**config.mk**
```make
export PLATFORM = sky130hd
export DESIGN_NAME = ps_cfg_host
export DESIGN_NICKNAME = d
export VERILOG_FILES = /design/src/rtl/ps_cfg_pkg.sv /design/src/rtl/ps_sync.sv /design/src/rtl/ps_clkgen.sv /design/src/rtl/ps_cfg_host.sv
export SDC_FILE = /design/constraint.sdc
export NUM_CORES = 1
export LEC_CHECK = 0
export BUFFER_PORTS_ARGS = -buffer_cell sky130_fd_sc_hd__buf_2
export CELL_PAD_IN_SITES_DETAIL_PLACEMENT = 2
export CELL_PAD_IN_SITES_GLOBAL_PLACEMENT = 2
export CORE_MARGIN = 1.5
export CORE_UTILIZATION = 35
export DETAILED_ROUTE_END_ITERATION = 10
export PLACE_DENSITY_LB_ADDON = 0.05
export SYNTH_ARGS = -nofsm -noshare
export SYNTH_HDL_FRONTEND = slang
export SYNTH_SLANG_ARGS = --single-unit
```
**constraint.sdc**
```tcl
create_clock -name clk_i -period 2.69 [get_ports clk_i]
set_input_delay 0.1345 -clock clk_i [delete_from_list [all_inputs] [get_ports clk_i]]
set_output_delay 0.1345 -clock clk_i [all_outputs]
set_load 0.02 [all_outputs]
```
**src/rtl/ps_cfg_pkg.sv**
```systemverilog
package ps_cfg_pkg;
  localparam int BYTE_W = 8;

  typedef enum logic [2:0] {
    ST_IDLE, ST_RST, ST_WSTAT, ST_SHIFT, ST_FLUSH, ST_WINIT
  } state_e;

  typedef enum logic [2:0] {
    ERR_NONE      = 3'd0,
    ERR_STAT_TMO  = 3'd1,
    ERR_STAT_DROP = 3'd2,
    ERR_DONE_TMO  = 3'd3,
    ERR_INIT_TMO  = 3'd4
  } err_e;
endpackage

```
**src/rtl/ps_sync.sv**
```systemverilog
module ps_sync #(
  parameter int W = 1
) (
  input  logic         clk_i,
  input  logic         rst_ni,
  input  logic [W-1:0] d_i,
  output logic [W-1:0] q_o
);
  for (genvar g = 0; g < W; g++) begin : g_bit
    logic s1_q, s2_q;
    always_ff @(posedge clk_i or negedge rst_ni) begin
      if (!rst_ni) begin
        s1_q <= 1'b0;
        s2_q <= 1'b0;
      end else begin
        s1_q <= d_i[g];
        s2_q <= s1_q;
      end
    end
    assign q_o[g] = s2_q;
  end
endmodule

```
**src/rtl/ps_clkgen.sv**
```systemverilog
module ps_clkgen #(
  parameter int DIV = 2
) (
  input  logic clk_i,
  input  logic rst_ni,
  input  logic run_i,
  input  logic clr_i,
  output logic dclk_o,
  output logic rise_o,
  output logic fall_o
);
  localparam int CW = (DIV > 1) ? $clog2(DIV) : 1;

  logic [CW-1:0] cnt_q;
  logic          dclk_q;
  logic          tick;

  assign tick   = run_i && (cnt_q == CW'(DIV - 1));
  assign rise_o = tick && !dclk_q;
  assign fall_o = tick && dclk_q;
  assign dclk_o = dclk_q;

  always_ff @(posedge clk_i or negedge rst_ni) begin
    if (!rst_ni) begin
      cnt_q  <= '0;
      dclk_q <= 1'b0;
    end else if (clr_i) begin
      cnt_q  <= '0;
      dclk_q <= 1'b0;
    end else if (run_i) begin
      if (tick) begin
        cnt_q  <= '0;
        dclk_q <= ~dclk_q;
      end else begin
        cnt_q <= cnt_q + 1'b1;
      end
    end
  end


  rise_hi_chk: assert property (@(posedge clk_i) disable iff (!rst_ni)
    (rise_o && !clr_i) |=> dclk_o);

  fall_lo_chk: assert property (@(posedge clk_i) disable iff (!rst_ni)
    fall_o |=> !dclk_o);
endmodule

```
**src/rtl/ps_cfg_host.sv**
```systemverilog
module ps_cfg_host
  import ps_cfg_pkg::*;
#(
  parameter int CLK_DIV   = 2,
  parameter int RST_CYC   = 8,
  parameter int STAT_TMO  = 64,
  parameter int DONE_XTRA = 16,
  parameter int INIT_TMO  = 64,
  parameter bit INIT_EN   = 1'b1,
  parameter bit IDLE_LVL  = 1'b1
) (
  input  logic              clk_i,
  input  logic              rst_ni,
  input  logic              start_i,
  input  logic [BYTE_W-1:0] byte_i,
  input  logic              byte_valid_i,
  input  logic              byte_last_i,
  output logic              byte_ready_o,
  output logic              cfg_n_o,
  input  logic              stat_n_i,
  input  logic              cdone_i,
  input  logic              init_done_i,
  output logic              dclk_o,
  output logic              data_o,
  output logic              busy_o,
  output logic              done_o,
  output logic              err_o,
  output logic [2:0]        err_code_o
);
  localparam int T1   = (RST_CYC > STAT_TMO) ? RST_CYC : STAT_TMO;
  localparam int TMAX = (T1 > INIT_TMO) ? T1 : INIT_TMO;
  localparam int TW   = $clog2(TMAX + 1);
  localparam int XW   = $clog2(DONE_XTRA + 1);
  localparam int BW   = $clog2(BYTE_W);

  state_e            state_q, state_d;
  logic [TW-1:0]     tmr_q;
  logic [BYTE_W-1:0] shreg_q;
  logic [BW-1:0]     bidx_q;
  logic              have_q, last_q;
  logic [XW-1:0]     xcnt_q;
  logic              done_q, err_q;
  err_e              ecode_q, ecode_d;
  logic              err_set, ok_set;

  logic [2:0] syn;
  logic       stat_s, cdone_s, init_s;
  logic       run, clr, rise, fall;

  ps_sync #(.W(3)) u_sync (
    .clk_i (clk_i),
    .rst_ni(rst_ni),
    .d_i   ({init_done_i, cdone_i, stat_n_i}),
    .q_o   (syn)
  );
  assign stat_s  = syn[0];
  assign cdone_s = syn[1];
  assign init_s  = syn[2];

  assign run = ((state_q == ST_SHIFT) && have_q) || (state_q == ST_FLUSH);
  assign clr = !((state_d == ST_SHIFT) || (state_d == ST_FLUSH));

  ps_clkgen #(.DIV(CLK_DIV)) u_clkgen (
    .clk_i (clk_i),
    .rst_ni(rst_ni),
    .run_i (run),
    .clr_i (clr),
    .dclk_o(dclk_o),
    .rise_o(rise),
    .fall_o(fall)
  );

  always_comb begin
    state_d = state_q;
    err_set = 1'b0;
    ok_set  = 1'b0;
    ecode_d = ERR_NONE;
    case (state_q)
      ST_IDLE:  if (start_i) state_d = ST_RST;
      ST_RST:   if (tmr_q == TW'(RST_CYC - 1)) state_d = ST_WSTAT;
      ST_WSTAT: begin
        if (stat_s) state_d = ST_SHIFT;
        else if (tmr_q == TW'(STAT_TMO - 1)) begin
          state_d = ST_IDLE; err_set = 1'b1; ecode_d = ERR_STAT_TMO;
        end
      end
      ST_SHIFT: begin
        if (!stat_s) begin
          state_d = ST_IDLE; err_set = 1'b1; ecode_d = ERR_STAT_DROP;
        end else if (fall && bidx_q == BW'(BYTE_W - 1) && last_q) begin
          state_d = ST_FLUSH;
        end
      end
      ST_FLUSH: begin
        if (!stat_s) begin
          state_d = ST_IDLE; err_set = 1'b1; ecode_d = ERR_STAT_DROP;
        end else if (cdone_s) begin
          if (INIT_EN) state_d = ST_WINIT;
          else begin state_d = ST_IDLE; ok_set = 1'b1; end
        end else if (fall && xcnt_q == XW'(DONE_XTRA)) begin
          state_d = ST_IDLE; err_set = 1'b1; ecode_d = ERR_DONE_TMO;
        end
      end
      ST_WINIT: begin
        if (init_s) begin
          state_d = ST_IDLE; ok_set = 1'b1;
        end else if (tmr_q == TW'(INIT_TMO - 1)) begin
          state_d = ST_IDLE; err_set = 1'b1; ecode_d = ERR_INIT_TMO;
        end
      end
      default: state_d = ST_IDLE;
    endcase
  end

  always_ff @(posedge clk_i or negedge rst_ni) begin
    if (!rst_ni) begin
      state_q <= ST_IDLE;
      tmr_q   <= '0;
      shreg_q <= '0;
      bidx_q  <= '0;
      have_q  <= 1'b0;
      last_q  <= 1'b0;
      xcnt_q  <= '0;
      done_q  <= 1'b0;
      err_q   <= 1'b0;
      ecode_q <= ERR_NONE;
    end else begin
      state_q <= state_d;
      if (state_d != state_q) tmr_q <= '0;
      else if (state_q inside {ST_RST, ST_WSTAT, ST_WINIT}) tmr_q <= tmr_q + 1'b1;

      if (state_q == ST_IDLE && start_i) begin
        done_q  <= 1'b0;
        err_q   <= 1'b0;
        ecode_q <= ERR_NONE;
      end
      if (err_set) begin
        err_q   <= 1'b1;
        ecode_q <= ecode_d;
      end
      if (ok_set) done_q <= 1'b1;

      if (state_q == ST_SHIFT) begin
        if (byte_valid_i && byte_ready_o) begin
          shreg_q <= byte_i;
          bidx_q  <= '0;
          have_q  <= 1'b1;
          last_q  <= byte_last_i;
        end else if (fall) begin
          if (bidx_q == BW'(BYTE_W - 1)) have_q <= 1'b0;
          else begin
            shreg_q <= shreg_q >> 1;
            bidx_q  <= bidx_q + 1'b1;
          end
        end
      end else begin
        have_q <= 1'b0;
      end

      if (state_q != ST_FLUSH) xcnt_q <= '0;
      else if (rise) xcnt_q <= xcnt_q + 1'b1;
    end
  end

  assign byte_ready_o = (state_q == ST_SHIFT) && !have_q;
  assign cfg_n_o      = (state_q != ST_RST);
  assign data_o       = (state_q == ST_SHIFT) ? shreg_q[0] : IDLE_LVL;
  assign busy_o       = (state_q != ST_IDLE);
  assign done_o       = done_q;
  assign err_o        = err_q;
  assign err_code_o   = ecode_q;


  data_hold_chk: assert property (@(posedge clk_i) disable iff (!rst_ni)
    dclk_o |=> (!dclk_o || $stable(data_o)));

  load_clk_low_chk: assert property (@(posedge clk_i) disable iff (!rst_ni)
    (byte_valid_i && byte_ready_o) |-> !dclk_o);

  stat_drop_chk: assert property (@(posedge clk_i) disable iff (!rst_ni)
    ((state_q == ST_SHIFT) && !stat_s) |=> (!busy_o && err_o && !dclk_o));

  idle_lines_chk: assert property (@(posedge clk_i) disable iff (!rst_ni)
    !busy_o |-> (!dclk_o && data_o == IDLE_LVL));

  done_xor_err_chk: assert property (@(posedge clk_i) disable iff (!rst_ni)
    !(done_o && err_o));

  start_clr_chk: assert property (@(posedge clk_i) disable iff (!rst_ni)
    (!busy_o && start_i) |=> (!done_o && !err_o && busy_o));
endmodule

```
Word level (Yosys, flattened, before mapping):

Cells that the tools add are included.

* register bits after elaboration: 41
* input port bits: 16

* $add $sub $neg: 4
* equality and inequality tests: 19
* muxes and demuxes: 56
* bitwise gates (word level): 1
* reduce and logical (&&, ||, !) cells: 26

Operator list (count)
* 2-to-1 mux 3 bit: 17
* 2-to-1 mux 1 bit: 25
* 2-to-1 mux 8 bit: 3
* case mux 3 bit (6 select lines): 1
* 2-to-1 mux 7 bit: 2
* equality test 3 bit, second input constant: 4
* case mux 3 bit (4 select lines): 1
* logical AND 1 bit: 10
* 2-to-1 mux 5 bit: 2
* nonzero test 2 bit: 5
* equality test 3 x 2 -> 1 bit, second input constant: 3
* 2-to-1 mux 2 bit: 4
* adder 7 x 1 -> 7 bit, second input constant: 1
* equality test 7 x 3 -> 1 bit, second input constant: 1
* equality test 7 x 6 -> 1 bit, second input constant: 1
* != test 2 x 1 -> 1 bit, second input constant: 3
* != test 3 x 1 -> 1 bit, second input constant: 2
* AND reduction 2 bit: 3
* nonzero test 3 bit: 2
* adder 5 x 1 -> 5 bit, second input constant: 1
* equality test 5 bit, second input constant: 1
* case mux 1 bit (4 select lines): 1
* adder 3 x 1 -> 3 bit, second input constant: 1
* equality test 3 x 1 -> 1 bit, second input constant: 1
* other kinds (9): 11

Logic depth before layout (Yosys ltp):

* depth after elaboration: 14
* mapped depth: 8

Hierarchy:

A second synthesis with hierarchy kept.

* cells, all modules: 222
* area total of the unflattened synthesis: 2267.2 um2

Modules (own cells, without submodules)
* ps_cfg_host: times used 1, cells an instance 203, area an instance 1989.4 um2, seq. area each 825.8 um2
* ps_sync: times used 1, cells an instance 9, area an instance 172.7 um2, seq. area each 150.1 um2
* ps_clkgen: times used 1, cells an instance 10, area an instance 105.1 um2, seq. area each 50.0 um2

Worst setup path after synthesis:

No wires, ideal clock.

* path type: reg-to-reg
* start point: reg state_q[2]
* end point: reg shreg_q[0]
* arrival time: 1.917 ns
* path slack: 0.646 ns
* cell stages (with the launch flop): 8
* path buffers: 1
* clock period less this slack: 2.044 ns
* path through: dfrtp_1 -> clkbuf_8 -> nand3b_1 -> nor2_1 -> and2_1 -> o21bai_1 -> a222oi_1 -> inv_1

* elaborated cells between the ends (all ways): 12
* classes of those cells: 3 x eq/ne; 1 x mux; 8 x reduce/logical

RTL lines
* from (decl): RTL line ps_cfg_host.sv:36 `state_e state_q, state_d;`
* from (signal assigned): RTL line ps_cfg_host.sv:128 `state_q <= state_d;`
* equality test 3 x 2 -> 1 bit (*): RTL line ps_cfg_host.sv:165 `assign byte_ready_o = (state_q == ST_SHIFT) && !have_q;`
* logical AND 1 bit (*): RTL line ps_cfg_host.sv:165
* via byte_ready_o: RTL line ps_cfg_host.sv:18 `output logic byte_ready_o,`
* logical AND 1 bit (*): RTL line ps_cfg_host.sv:144 `if (byte_valid_i && byte_ready_o) begin`
* != test 2 x 1 -> 1 bit (no source line) or nonzero test 2 bit (tied branches)
* AND reduction 3 bit (no source line)
* to (signal assigned): RTL line ps_cfg_host.sv:145 `shreg_q <= byte_i;`
* to (signal assigned): RTL line ps_cfg_host.sv:152 `shreg_q <= shreg_q >> 1;`
* to (decl): RTL line ps_cfg_host.sv:38 `logic [BYTE_W-1:0] shreg_q;`

Mark *: on every way through the listed nets, which the timed path passes. The rest lies on a longest branch.
A chain may end at the register's enable or synchronous reset.

Worst setup path in the final report:

* start point: reg state_q[1]
* end point: reg shreg_q[1]

* cells in the longest elaborated chain, start to end: 7
* elaborated cells between the ends (all ways): 12
* classes of those cells: 3 x eq/ne; 1 x mux; 8 x reduce/logical

Ends and longest elaborated chain
* equality test 3 x 2 -> 1 bit: RTL line ps_cfg_host.sv:60, ps_cfg_host.sv:143, ps_cfg_host.sv:165
* logical AND 1 bit: RTL line ps_cfg_host.sv:60 `assign run = ((state_q == ST_SHIFT) && have_q) || (state_q == ST_FLUSH);`
* logical OR 1 bit: RTL line ps_cfg_host.sv:60
* logical AND 1 bit: RTL line ps_clkgen.sv:18 `assign tick = run_i && (cnt_q == CW'(DIV - 1));`
* logical AND 1 bit: RTL line ps_clkgen.sv:20 `assign fall_o = tick && dclk_q;`
* nonzero test 2 bit (no source line)
* AND reduction 3 bit (no source line)

Several ways; a longest one is shown, not always the timed one.

==> impl_metrics.py <==
metrics = {
    "power": {
        "swShare_pct": 34.05,
        "powerDensity_mw_per_mm2": 752.7,
        "finalPower_mw": 1.827,
        "power.net_switching_mw": 0.6221,
        "pwr-share-clk_pct": 24.7,
        "combPwrFrac_pct": 26.9,
        "irDropWorstVdd_mv": 0.3545,
        "seqPwrFrac_pct": 48.4,
        "p_leak_nw": 1.098,
        "power.internal_mw": 1.205,
    },
    "setup_path": {
        "worst_setup_path_start_kind": "flip-flop",
        "r2r_setup_slack_ns": 0.31,
        "path_max_fanout": 15,
        "crit_path_end_kind": "flip-flop",
        "reg2reg_depth": 6,
        "cpPeakStageDelay_ns": 0.55,
        "r2r-end": "shreg_q[1]$_DFFE_PN0P_",
        "critPathArrivalTime_ns": 2.55,
        "crit_required_ns": 2.87,
        "cp_cell_sequence": "or3b_4, a21bo_4, nor3_1, o21bai_1, a222oi_1, inv_1",
        "critPathKind": "flip-flop to flip-flop",
        "cp_slowest_cell": "dfrtp_1",
        "worstReg2RegStart": "state_q[1]$_DFF_PN0_",
    },
    "detailed_routing": {
        "vias_per_cell": 5.384,
        "ant_nets": 0,
        "wl_um": 5437,
        "drtPass1Iterations": 6,
        "vias": 1696,
        "drc": 0,
        "wl_per_cell_um": 17.26,
        "drt-initial-drc-count": 80,
    },
    "sta": {
        "period_minus_slack_ns": 2.376,
        "clock.fmax_mhz": 420.9,
        "finalSetupTns_ns": 0,
        "setup_viol": 0,
        "rsz0062_at_grt": "false",
        "fin_hold_ws_ns": -0.01840,
        "fin_crit_sh_pct": 88.33,
        "clock_skew_ns": 0.004448,
        "slew_headroom_pct": 36.47,
        "layout_setup_ws_ns": 0.3139,
        "max_slew.worst_pin.slew_ns": 0.9529,
        "maxSlewViolCount": 0,
        "finalHoldViolCount": 20,
    },
    "synthesis": {
        "synth_edf_count": 0,
        "synth-seq-area-share_pct": 48.72,
        "syn_area_per_cell_sq_um": 10.22,
        "synth-main-ff-cell": "dfrtp_1",
        "synth-simple-area-share_pct": 21.09,
        "synthMuxAreaShare_pct": 1.485,
        "synthAdderAreaFrac_pct": 3.565,
        "netlist_area_sq_mm": 0.002106,
        "synth_top_family_by_area": "simple AND/OR/NAND/NOR gates",
        "syn_inst": 206,
        "synth_xor_area_share_pct": 4.991,
        "yosys.cell_types.count": 48,
        "synth_nets": 228,
        "async_flop_share_pct": 100.0,
        "synth-compound-area-share_pct": 14.80,
        "ys_seq_elements": 41,
        "ys_warn_count": 0,
    },
    "floorplan": {
        "num_io_pins": 26,
        "die_area_sq_mm": 0.006491,
        "die_w_um": 80.57,
        "rows": 28,
        "start_util_pct": 35.99,
        "core_area_sq_mm": 0.005851,
        "die_y_um": 80.57,
    },
    "clock_tree": {
        "clock_latency_ns": 0.29,
        "clk_path_buf_depth": 2,
        "cts-buffers-inserted": 5,
        "cts_tree": "yes",
        "htreeDepth": 2,
        "cts_root_buf": "clkbuf_8",
        "clock-sinks": 41,
        "clk_pin_slew_ns": 0.08,
    },
    "finish": {
        "regArea_sq_mm": 0.001027,
        "fin_nets": 261,
        "num_antenna_cells": 0,
        "multi_input_area_sq_um": 970.9,
        "drive_gt1_share_pct": 19.58,
        "layout_commonest_cell": "dfrtp_1",
        "final_cell_mix": "dfrtp_1 (40), nor2_1 (28), buf_2 (25), inv_1 (15), nand2_1 (12)",
        "final_util_pct": 41.49,
        "fillers": 638,
        "area_growth_pct": 15.27,
    },
    "placement": {
        "place_ws_ns": 0.1991,
        "place_hpwl_um": 4007,
        "port_buffers": 25,
        "place.gp.congestion": 0.7966,
    },
    "global_routing": {
        "grt_pass1_wl_um": 9501,
        "groute.usage.overall_pct": 19.14,
        "overflow": 0,
        "grt_pass1_vias": 1916,
        "grt_start_max_net_pins": 42,
        "antenna_found_initial": 0,
    },
    "outcome": {
        "outcome": "finished with violations",
        "violations": "hold timing",
    },
    "worst_hold_path": {
        "hp-class": "input port to asynchronous set/reset pin",
    },
    "flow_run": {
        "drv_cap": 0,
    },
}
sequential cells by signal, summed over array words and instances (netlist names):
register,cells
u_clkgen.dclk_o,1
have_q,1
xcnt_q,5
u_sync.g_bit.s1_q,3
err_code_o,3
u_sync.g_bit.s2_q,3
last_q,1
shreg_q,8
tmr_q,7
done_o,1
err_o,1
state_q,3
bidx_q,3
u_clkgen.cnt_q,1
area by class of cell:
cell class	count	share of cell area, %
sequential	41	42.32
tap	75	3.866
inverter	15	2.320
clock inverter	1	0.2062
multi-input combinational	145	40.00
timing repair buffer	31	7.320
clock buffer	7	3.969
power by group through the flow:
stage | clock (mW) | combinational (mW) | sequential (mW)
6_report | 0.450 | 0.492 | 0.885
5_1_grt | 0.485 | 0.571 | 0.909
4_1_cts | 0.466 | 0.506 | 0.887
3_5_place_dp | 0 | 0.499 | 0.899
3_3_place_gp | 0 | 0.462 | 0.880
2_1_floorplan | 0 | 0.385 | 0.843
Yosys cell counts, types with 2 or more instances:
master    count  area share (%)
o21ai_0       6             1.4
xor2_1        6             2.5
nand4b_1      3             1.2
nand4_1       4             1.2
a211oi_1      3             1.1
nor4_1        4             1.2
o21a_1        2            0.71
inv_1        15             2.7
a222oi_1      7             3.3
and2_1        2            0.59
nand3b_1      3             1.1
nand2_1      12             2.1
nor3_1        6             1.4
ha_1          6             3.6
nor2b_1       2            0.59
a21oi_1       7             1.7
dfrtp_1      41              49
o21bai_1      3             1.1
nand3_1      10             2.4
xnor2_1       6             2.5
clkbuf_8      3             2.0
mux2i_1       2            0.95
nor2_1       28             5.0
cell families (layout without fill, tap and decap cells):
| logic type | after synthesis | count (layout) |
|---|---|---|
| AND/OR/NAND/NOR | 83 | 83 |
| AO/OA/AOI/OAI | 41 | 41 |
| flip-flops | 41 | 41 |
| buffers and inverters | 20 | 54 |
| XOR/XNOR | 12 | 12 |
| adder cells (fa/ha/maj) | 6 | 6 |
| multiplexers | 3 | 3 |
worst max-delay path by stage:
stage,from,to,slack [ns]
3_3_place_gp,state_q[0]$_DFF_PN0_,shreg_q[4]$_DFFE_PN0P_,0.40
4_1_cts,state_q[2]$_DFF_PN0_,shreg_q[1]$_DFFE_PN0P_,0.18
5_1_grt,state_q[1]$_DFF_PN0_,shreg_q[1]$_DFFE_PN0P_,0.12
6_report,state_q[1]$_DFF_PN0_,shreg_q[1]$_DFFE_PN0P_,0.31
3_5_place_dp,state_q[2]$_DFF_PN0_,shreg_q[0]$_DFFE_PN0P_,0.20
2_1_floorplan,state_q[2]$_DFF_PN0_,shreg_q[0]$_DFFE_PN0P_,0.65
worst max-delay path: cells and delay by family, from the launching register on:
kind            cells  cell delay (ns)
flops               1             0.55
compound gates      3             0.93
buf+inv             1             0.07
simple gates        2             0.71
per-layer routing:
metal | vias up | share of wire, % | track usage (%)
met1 | 854 | 45 | 23.97
li1 | 807 | - | -
met5 | - | 0 | 0
met2 | 25 | 51 | 32.69
met3 | 10 | 2.6 | 3.977
met4 | 0 | 2.1 | 6.207
metrics by stage:
stage	hold WS, ns	instances	area, sq um
6_report	-0.01840	315	2427
5_1_grt	0.03736	315	2427
4_1_cts	0.01561	315	2422
3_5_place_dp	0.2452	304	2291
3_3_place_gp	0.2426	304	2291
2_1_floorplan	-0.1611	206	2106
timing repair:
item                                    in CTS  in global routing
resized for setup                            0                  3
buffers inserted                             0                  0
hold buffers                                 3                  0
endpoints found under the setup margin       0                  6
endpoints found under the hold margin        3                  0
Power figures use the tool's default switching activity.
